**config.mk**
```make
export PLATFORM = sky130hd
export DESIGN_NAME = keyed_watchdog
export DESIGN_NICKNAME = d
export VERILOG_FILES = /design/src/rtl/wdt_pkg.sv /design/src/rtl/wdt_key_detect.sv /design/src/rtl/wdt_count_core.sv /design/src/rtl/wdt_pulse_gen.sv /design/src/rtl/keyed_watchdog.sv
export SDC_FILE = /design/constraint.sdc
export NUM_CORES = 1
export LEC_CHECK = 0
export ABC_CLOCK_PERIOD_IN_PS = 4450
export CELL_PAD_IN_SITES_DETAIL_PLACEMENT = 1
export CELL_PAD_IN_SITES_GLOBAL_PLACEMENT = 1
export CORE_UTILIZATION = 40
export DETAILED_ROUTE_END_ITERATION = 8
export PLACE_DENSITY = 0.87
export SETUP_SLACK_MARGIN = 0.4
export SYNTH_ARGS = -nofsm -noshare
export SYNTH_HDL_FRONTEND = slang
export SYNTH_SLANG_ARGS = --single-unit
```
**constraint.sdc**
```tcl
create_clock -name clk_i -period 4.45 [get_ports clk_i]
set_clock_uncertainty 0.1 [all_clocks]
set_input_delay 0.445 -clock clk_i [delete_from_list [all_inputs] [get_ports clk_i]]
set_output_delay 0.445 -clock clk_i [all_outputs]
set_load 0.02 [all_outputs]
```
**src/rtl/wdt_pkg.sv**
```systemverilog
package wdt_pkg;

   // progress through the two-byte service key
   typedef enum logic {
      KEY_WAIT_FIRST  = 1'b0,
      KEY_WAIT_SECOND = 1'b1
   } key_state_e;

endpackage

```
**src/rtl/wdt_key_detect.sv**
```systemverilog
module wdt_key_detect #(
   parameter int                ADDR_W     = 8,
   parameter int                DATA_W     = 8,
   parameter logic [ADDR_W-1:0] SVC_ADDR   = 8'hA6,
   parameter logic [DATA_W-1:0] KEY_FIRST  = 8'h1E,
   parameter logic [DATA_W-1:0] KEY_SECOND = 8'hE1
) (
   input  logic              clk_i,
   input  logic              rst_ni,
   input  logic              wr_en_i,
   input  logic [ADDR_W-1:0] wr_addr_i,
   input  logic [DATA_W-1:0] wr_data_i,
   output logic              kick_o
);
   import wdt_pkg::*;

   key_state_e state_q, state_d;
   logic       svc_wr;

   assign svc_wr = wr_en_i && (wr_addr_i == SVC_ADDR);
   assign kick_o = svc_wr && (wr_data_i == KEY_SECOND) && (state_q == KEY_WAIT_SECOND);

   always_comb begin
      state_d = state_q;
      if (svc_wr) begin
         state_d = (wr_data_i == KEY_FIRST) ? KEY_WAIT_SECOND : KEY_WAIT_FIRST;
      end
   end

   always_ff @(posedge clk_i or negedge rst_ni) begin
      if (!rst_ni) state_q <= KEY_WAIT_FIRST;
      else         state_q <= state_d;
   end
endmodule

```
**src/rtl/wdt_count_core.sv**
```systemverilog
module wdt_count_core #(
   parameter int CNT_W      = 14,
   parameter int WAKE_SYNC  = 0
) (
   input  logic clk_i,
   input  logic rst_ni,
   input  logic kick_i,
   input  logic tick_i,
   input  logic idle_i,
   input  logic idle_stop_i,
   input  logic pdown_i,
   input  logic wake_irq_ni,
   output logic ovf_o
);
   localparam logic [CNT_W-1:0] LAST_STEP = {{(CNT_W-1){1'b1}}, 1'b0};

   logic             en_q;
   logic [CNT_W-1:0] cnt_q;
   logic             hold_q;
   logic             wake_s;
   logic             step;

   generate
      if (WAKE_SYNC == 0) begin : g_wake_direct
         assign wake_s = wake_irq_ni;
      end else begin : g_wake_sync
         logic [WAKE_SYNC-1:0] sync_q;
         always_ff @(posedge clk_i or negedge rst_ni) begin
            if (!rst_ni) begin
               sync_q <= '1;
            end else begin
               sync_q[0] <= wake_irq_ni;
               for (int i = 1; i < WAKE_SYNC; i++) sync_q[i] <= sync_q[i-1];
            end
         end
         assign wake_s = sync_q[WAKE_SYNC-1];
      end
   endgenerate

   assign step  = en_q && tick_i && !pdown_i && !hold_q && !(idle_i && idle_stop_i);
   assign ovf_o = step && !kick_i && (cnt_q == LAST_STEP);

   always_ff @(posedge clk_i or negedge rst_ni) begin
      if (!rst_ni) begin
         en_q  <= 1'b0;
         cnt_q <= '0;
      end else if (kick_i) begin
         en_q  <= 1'b1;
         cnt_q <= '0;
      end else if (ovf_o) begin
         en_q  <= 1'b0;
         cnt_q <= '0;
      end else if (step) begin
         cnt_q <= cnt_q + 1'b1;
      end
   end

   // suspended from power-down entry until the wake line is seen high
   always_ff @(posedge clk_i or negedge rst_ni) begin
      if (!rst_ni) hold_q <= 1'b0;
      else         hold_q <= pdown_i || (hold_q && !wake_s);
   end
endmodule

```
**src/rtl/wdt_pulse_gen.sv**
```systemverilog
module wdt_pulse_gen #(
   parameter int PULSE_LEN = 98
) (
   input  logic clk_i,
   input  logic rst_ni,
   input  logic ovf_i,
   output logic pulse_o
);
   localparam int PW = $clog2(PULSE_LEN + 1);
   localparam logic [PW-1:0] LOAD = PW'(PULSE_LEN);

   logic [PW-1:0] left_q;

   always_ff @(posedge clk_i or negedge rst_ni) begin
      if (!rst_ni)                          left_q <= '0;
      else if (ovf_i && (left_q == '0))     left_q <= LOAD;
      else if (left_q != '0)                left_q <= left_q - 1'b1;
   end

   assign pulse_o = (left_q != '0);
endmodule

```
**src/rtl/keyed_watchdog.sv**
```systemverilog
module keyed_watchdog #(
   parameter int                ADDR_W     = 8,
   parameter int                DATA_W     = 8,
   parameter logic [ADDR_W-1:0] SVC_ADDR   = 8'hA6,
   parameter logic [DATA_W-1:0] KEY_FIRST  = 8'h1E,
   parameter logic [DATA_W-1:0] KEY_SECOND = 8'hE1,
   parameter int                CNT_W      = 14,
   parameter int                PULSE_LEN  = 98,
   parameter int                WAKE_SYNC  = 0
) (
   input  logic              clk_i,
   input  logic              rst_ni,
   input  logic              tick_i,
   input  logic              wr_en_i,
   input  logic [ADDR_W-1:0] wr_addr_i,
   input  logic [DATA_W-1:0] wr_data_i,
   input  logic              idle_i,
   input  logic              idle_stop_i,
   input  logic              pdown_i,
   input  logic              wake_irq_ni,
   output logic              rst_out_o
);
   generate
      if (CNT_W < 2) begin : g_bad_cnt
         $error("keyed_watchdog: CNT_W must be at least 2");
      end
      if (PULSE_LEN < 1) begin : g_bad_pulse
         $error("keyed_watchdog: PULSE_LEN must be at least 1");
      end
      if (KEY_FIRST == KEY_SECOND) begin : g_bad_key
         $error("keyed_watchdog: the two key bytes must differ");
      end
      if (WAKE_SYNC < 0) begin : g_bad_sync
         $error("keyed_watchdog: WAKE_SYNC must not be negative");
      end
   endgenerate

   logic kick;
   logic ovf;

   wdt_key_detect #(
      .ADDR_W(ADDR_W), .DATA_W(DATA_W), .SVC_ADDR(SVC_ADDR),
      .KEY_FIRST(KEY_FIRST), .KEY_SECOND(KEY_SECOND)
   ) u_key (
      .clk_i(clk_i), .rst_ni(rst_ni), .wr_en_i(wr_en_i),
      .wr_addr_i(wr_addr_i), .wr_data_i(wr_data_i), .kick_o(kick)
   );

   wdt_count_core #(.CNT_W(CNT_W), .WAKE_SYNC(WAKE_SYNC)) u_core (
      .clk_i(clk_i), .rst_ni(rst_ni), .kick_i(kick), .tick_i(tick_i),
      .idle_i(idle_i), .idle_stop_i(idle_stop_i), .pdown_i(pdown_i),
      .wake_irq_ni(wake_irq_ni), .ovf_o(ovf)
   );

   wdt_pulse_gen #(.PULSE_LEN(PULSE_LEN)) u_pulse (
      .clk_i(clk_i), .rst_ni(rst_ni), .ovf_i(ovf), .pulse_o(rst_out_o)
   );
endmodule

```
==> impl_metrics.ini, run 1 <==
[clock_tree]
cts_buffer_depth = 2
clk_pin_slew_ps = 150
cts_buffers = 3
hold_buffers = 0
clkSinkCount = 24
cts_resized = 0
root_buffer = clkbuf_4
ctsHtreeMaxLevel = 1
post_cts_buffers = 0
tritoncts = done
insertion_delay_ps = 340

[route]
final_antenna_net_count = 0
drtIter0Drc = 52
wl_per_cell_um = 18.2
via_per_inst = 5.98
drt-pass1-iter-count = 4
vias = 1315
drt-total-wl_mm = 4.01
route.detailed.drc = 0

[timing]
rsz0062_at_grt = false
tightest_slew_ps = 1130
timing.hold.ws_ps = 404
finalSetupViolCount = 0
tns_ps = 0
hold_violations = 0
fin_crit_sh_pct = 60.0
fin_crit_ps = 2670
fmax_mhz = 374
relSlewSlack_pct = 24.6
report.final.slew_viol_count = 0
fin_ws_ps = 1780

[logic_synthesis]
synth_seq_cells = 24
synth_edf_count = 0
yosysUniqueCellTypes = 41
synth_top_area_share_pct = 42.6
yosys_warnings = 0
ys_seq_area_share_pct = 42.6
synth_top_cells_by_area = dfrtp_1 43%, a21oi_1 3.9%, ha_1 3.5%
netlist_instances = 148
synthXorXnorAreaFrac_pct = 3.10
synth_top_family_by_area = simple AND/OR/NAND/NOR gates
synth-simple-area-share_pct = 29.7
synthMuxAreaShare_pct = 0
yosysTopAreaCell = dfrtp_1
synthesis.area_mm2 = 0.00141
syn_avg_cell_area_um2 = 9.54
async_reset_ff_share_pct = 100
synth-compound-area-share_pct = 18.6
synthFlopType = dfrtp_1
synthesis.nets = 176
synth_adder_area_share_pct = 3.55

[critical_path]
worst_ep_arrival_time_ps = 2130
r2r_slack_ps = 2480
required_ps = 3900
reg2reg_to = u_core.cnt_q[10]$_DFFE_PN0P_
cp_max_fo = 9
r2r_start = u_core.cnt_q[0]$_DFFE_PN0P_
reg2reg_depth = 5
worstSetupEndpointType = output pin
crit_type = register to output pin
start_kind = register

[hold_path]
worstHoldEndpoint = u_key.state_q$_DFFE_PN0N_
whs_path_depth = 2
hp-start = u_key.state_q$_DFFE_PN0N_
hold_path.class = register to register

[final_layout]
layout-drive-gt1-share_pct = 6.32
nFillCells = 406
area_growth_pct = 23.7
final_cells = 220
final_nets = 203
n_antenna_cell = 0

[die]
die_h_um = 61.4
core_mm2 = 0.00336
fp.dieW_um = 61.4
io_pins = 25
core.rowCount = 21
initial_core_util_pct = 42.0
die-area_mm2 = 0.00377

[global_routing]
grt_max_degree = 25
use_met2_pct = 41.8
antenna_found_initial = 0
grt_pass1_vias = 1396
use_met3_pct = 5.25
grt.busiest_layer = met2
grt_use_met1_pct = 27.1
overflow = 0
grt_pass1_wl_mm = 6.31
grtUsageTotal_pct = 23.4

[power_and_ir_drop]
vdd_drop_max_v = 0.000198
leakage_nw = 0.695
p_per_area_mw_per_mm2 = 237

[placed_design]
gp_congestion = 0.789
detailedPlace.worstSlack_ps = 1990
post-dp-hpwl_mm = 3.16
dp.cells = 216
numPortBuffers = 24

[job]
maxCapViolCount = 0

[status]
status = finished clean
[routing by layer]
layer | vias to the layer above | routed length, um
li1 | 616 | -
met1 | 681 | 1670
met3 | 6 | 71
met4 | 0 | 41
met5 | - | 0
met2 | 12 | 2230
[kinds of logic (layout without fill, tap and decap cells)]
logic type,count (synthesis),after routing
AOI/OAI and AO/OA,41,41
xor gates and xnor gates,5,5
adders and majority gates,4,4
buffers and inverters,7,33
DFF,24,24
and+or+nand+nor,67,67
[power breakdown]
part	total (mW)	internal (mW)	switching [mW]	leakage, nW
logic	0.0300	0.0196	0.0104	0.355
registers	0.219	0.219	0.000349	0.312
clock network	0.165	0.0912	0.0740	0.0279
total	0.414	0.330	0.0847	0.695
[cells in the mapped netlist (2+ instances only)]
cell type,instances
or3_1,8
nor2_1,9
nand2_2,2
a21oi_1,11
nor2b_1,2
nand2_1,10
nand4_1,6
a31oi_1,2
o21ai_0,10
ha_1,4
and4_1,5
o211ai_1,5
dfrtp_1,24
and4bb_1,2
and3_1,3
o32ai_1,2
a21o_1,2
a211o_1,2
inv_1,5
nand3_1,9
and2_1,2
xnor2_1,4
[cells in the final DEF (no fill, tap or decap), drive strengths merged, types with 3 or more instances in the layout]
master,instances
and3,3
o211ai,5
ha,4
dfrtp,24
clkdlybuf4s50,24
xnor2,4
nand2,12
nand4,8
and4,5
a21oi,11
inv,5
o21ai,11
or3,8
nand3,9
nor2,9
clkbuf,3
[through the flow]
stage                     instance area [um^2]  power (mW)  util [%]
final                                     1750       0.414      51.9
after global routing                      1750       0.428      51.9
after CTS                                 1750       0.416      51.9
after detailed placement                  1690       0.253      50.3
after global placement                    1690       0.252      50.3
after floorplan                           1410       0.227         -
[worst max-delay path: stages (launching register included)]
cell and delay (ps):
dfrtp_1 460, inv_1 120, ha_1 180, nor2b_1 240, nand2_2 180, clkdlybuf4s50_1 610
[final cells by class]
class	instances	area, um^2	area share (%)
sequential	24	601	34.4
tap	46	57.6	3.30
multi-input combinational	117	776	44.4
timing repair buffer	24	240	13.8
inverter	5	18.8	1.08
clock inverter	1	30.0	1.72
clock buffer	3	22.5	1.29
[registers in the layout, indices dropped and copies added (netlist names)]
name	count
u_core.en_q	1
u_pulse.left_q	7
u_key.state_q	1
u_core.hold_q	1
u_core.cnt_q	14
[worst max-delay path by stage]
stage	from	endpoint	slack, ps	depth (start not counted)
after global routing	u_pulse.left_q[0]$_DFFE_PN0P_	rst_out_o	1640	5
after global placement	pdown_i	u_core.cnt_q[4]$_DFFE_PN0P_	2080	5
after CTS	u_pulse.left_q[0]$_DFFE_PN0P_	rst_out_o	1760	5
after detailed placement	pdown_i	u_core.cnt_q[10]$_DFFE_PN0P_	1990	5
after floorplan	wr_addr_i[6]	u_core.cnt_q[11]$_DFFE_PN0P_	2830	4
final	u_pulse.left_q[0]$_DFFE_PN0P_	rst_out_o	1780	5
Note: power is estimated with default switching activity, not from simulation.
==> inputs of run 2 (changes only) <==
Settings changed: ABC_CLOCK_PERIOD_IN_PS 4450 to 2300, CORE_UTILIZATION 40 to 36, PLACE_DENSITY 0.87 to 0.83.
Clock period 4.45 ns to 2.3 ns, I/O delays scaled along.
==> run 2 against run 1 <==
Wire length decreased by 3.8%. Combinational power increased by 95%. Total power increased by 110%. Core utilization decreased by 2.2 points.
==> impl_metrics.ini, run 2 (synthesis results as in run 1) <==
[route]
wl_per_cell_um = 16.8
via_per_inst = 5.63
drt-total-wl_mm = 3.86
drtIter0Drc = 47
route.detailed.drc = 0
drt-pass1-iter-count = 4
vias = 1294
final_antenna_net_count = 0

[timing]
fmax_mhz = 556
rsz0062_at_grt = true
hold_violations = 0
fin_crit_ps = 1800
relSlewSlack_pct = 74.3
tns_ps = 0
fin_crit_sh_pct = 78.3
finalSetupViolCount = 0
report.final.slew_viol_count = 0
tightest_slew_ps = 383

[clock_tree]
clk_pin_slew_ps = 90
cts_buffers = 3
root_buffer = clkbuf_8
hold_buffers = 0
cts_buffer_depth = 2
tritoncts = done
insertion_delay_ps = 280
clkSinkCount = 24
ctsHtreeMaxLevel = 1

[final_layout]
mostFrequentLayoutCells = 23 x clkdlybuf4s50_1, 22 x dfrtp_1, 11 x a21oi_1
final_common_cell = clkdlybuf4s50_1
top_register = u_core.cnt_q
top_regs = u_core.cnt_q: 14 flops, u_pulse.left_q: 7 flops
n_antenna_cell = 0
multi_input_area_um2 = 800
fin_area_mm2 = 0.00185
final_util_pct = 49.7
layout-drive-gt1-share_pct = 12.6
regArea_um2 = 603
nFillCells = 439
area_growth_pct = 30.9
final_nets = 211
largest_reg_flops = 14
final_cells = 230

[global_routing]
overflow = 0
use_met3_pct = 2.46
grt_max_degree = 25
grtUsageTotal_pct = 21.6
grt_pass1_vias = 1460
grt_use_met1_pct = 24.2
grt.busiest_layer = met2
antenna_found_initial = 0
grt_pass1_wl_mm = 6.80
use_met2_pct = 41.1

[placed_design]
place_area_mm2 = 0.00173
dp.cells = 222
post-dp-hpwl_mm = 2.92
numPortBuffers = 24
gp_congestion = 0.781

[critical_path]
r2r_start = u_core.cnt_q[0]$_DFFE_PN0P_
worst_ep_arrival_time_ps = 1860
required_ps = 2360
cp_max_fo = 7
start_kind = register
critPathLaunch = u_core.cnt_q[0]$_DFFE_PN0P_
worstSetupEndpointType = register
crit_type = register to register

[die]
io_pins = 25
die_h_um = 64.6
core.rowCount = 22
initial_core_util_pct = 38.0
fp.dieW_um = 64.6
die-area_mm2 = 0.00418
core_mm2 = 0.00372

[power_and_ir_drop]
leakage_nw = 0.735
p_total_mw = 0.866
p_per_area_mw_per_mm2 = 468
vdd_drop_max_v = 0.000183

[hold_path]
hold_path.class = input pin to async pin

[job]
maxCapViolCount = 0

[status]
status = finished clean
run 2: changes by cell type in the layout (fill, tap and decap cells not counted), moves of 2 or more:
cell      change
dfrtp_2       +2
clkbuf_4      -3
buf_4         +8
dfrtp_1       -2
clkbuf_8      +3
run 2: timing repair:
item | CTS | global route
setup buffers | 1 | 3
pin swaps | 0 | 1
resized for setup | 6 | 4
hold endpoints to repair | 0 | 0
gates cloned | 0 | 0
setup endpoints to repair | 1 | 10
run 2: final timing paths:
path                       slack, ps  depth (start not counted)                            end
setup / recovery                 500                          7    u_core.cnt_q[4]$_DFFE_PN0P_
max in group asynchronous       1640                          2    u_core.cnt_q[0]$_DFFE_PN0P_
min in group clk_i               390                          1        u_core.hold_q$_DFF_PN0_
hold / removal                   200                          2  u_pulse.left_q[6]$_DFFE_PN0P_
setup reg to reg                 500                          7    u_core.cnt_q[4]$_DFFE_PN0P_
hold reg to reg                  390                          1        u_core.hold_q$_DFF_PN0_
run 2: metrics by stage:
step	worst slack, ps	hold slack [ps]
2_1_floorplan	684	-166
4_1_cts	414	225
3_5_place_dp	209	359
5_1_grt	379	234
3_3_place_gp	337	356
6_report	500	204
run 2: per-layer routing:
metal	part of all wire [%]	wire (um)
met2	54	2090
met3	2.2	84
met1	42	1630
met5	0	0
met4	1.5	58
run 2: layout make-up:
type	count	share of cell area [%]
Multi-Input combinational cell	117	43.3
Sequential cell	24	32.6
Timing Repair Buffer	32	16.0
Tap cell	48	3.25
Clock buffer	3	2.23
Clock inverter	1	1.62
Inverter	5	1.02
run 2: worst max-delay path, stage by stage, from the launching register on:
cell and delay, ps:
dfrtp_2 440, inv_1 70, ha_1 170, and4_1 200, nand4_1 180, buf_4 200, o22ai_4 230, nor2_1 90
run 2: report_power, final:
part	total, mW	internal (mW)	switching [mW]	leakage, nW
Combinational	0.0584	0.0391	0.0193	0.391
Sequential	0.423	0.423	0.000566	0.309
Clock	0.384	0.233	0.151	0.0357
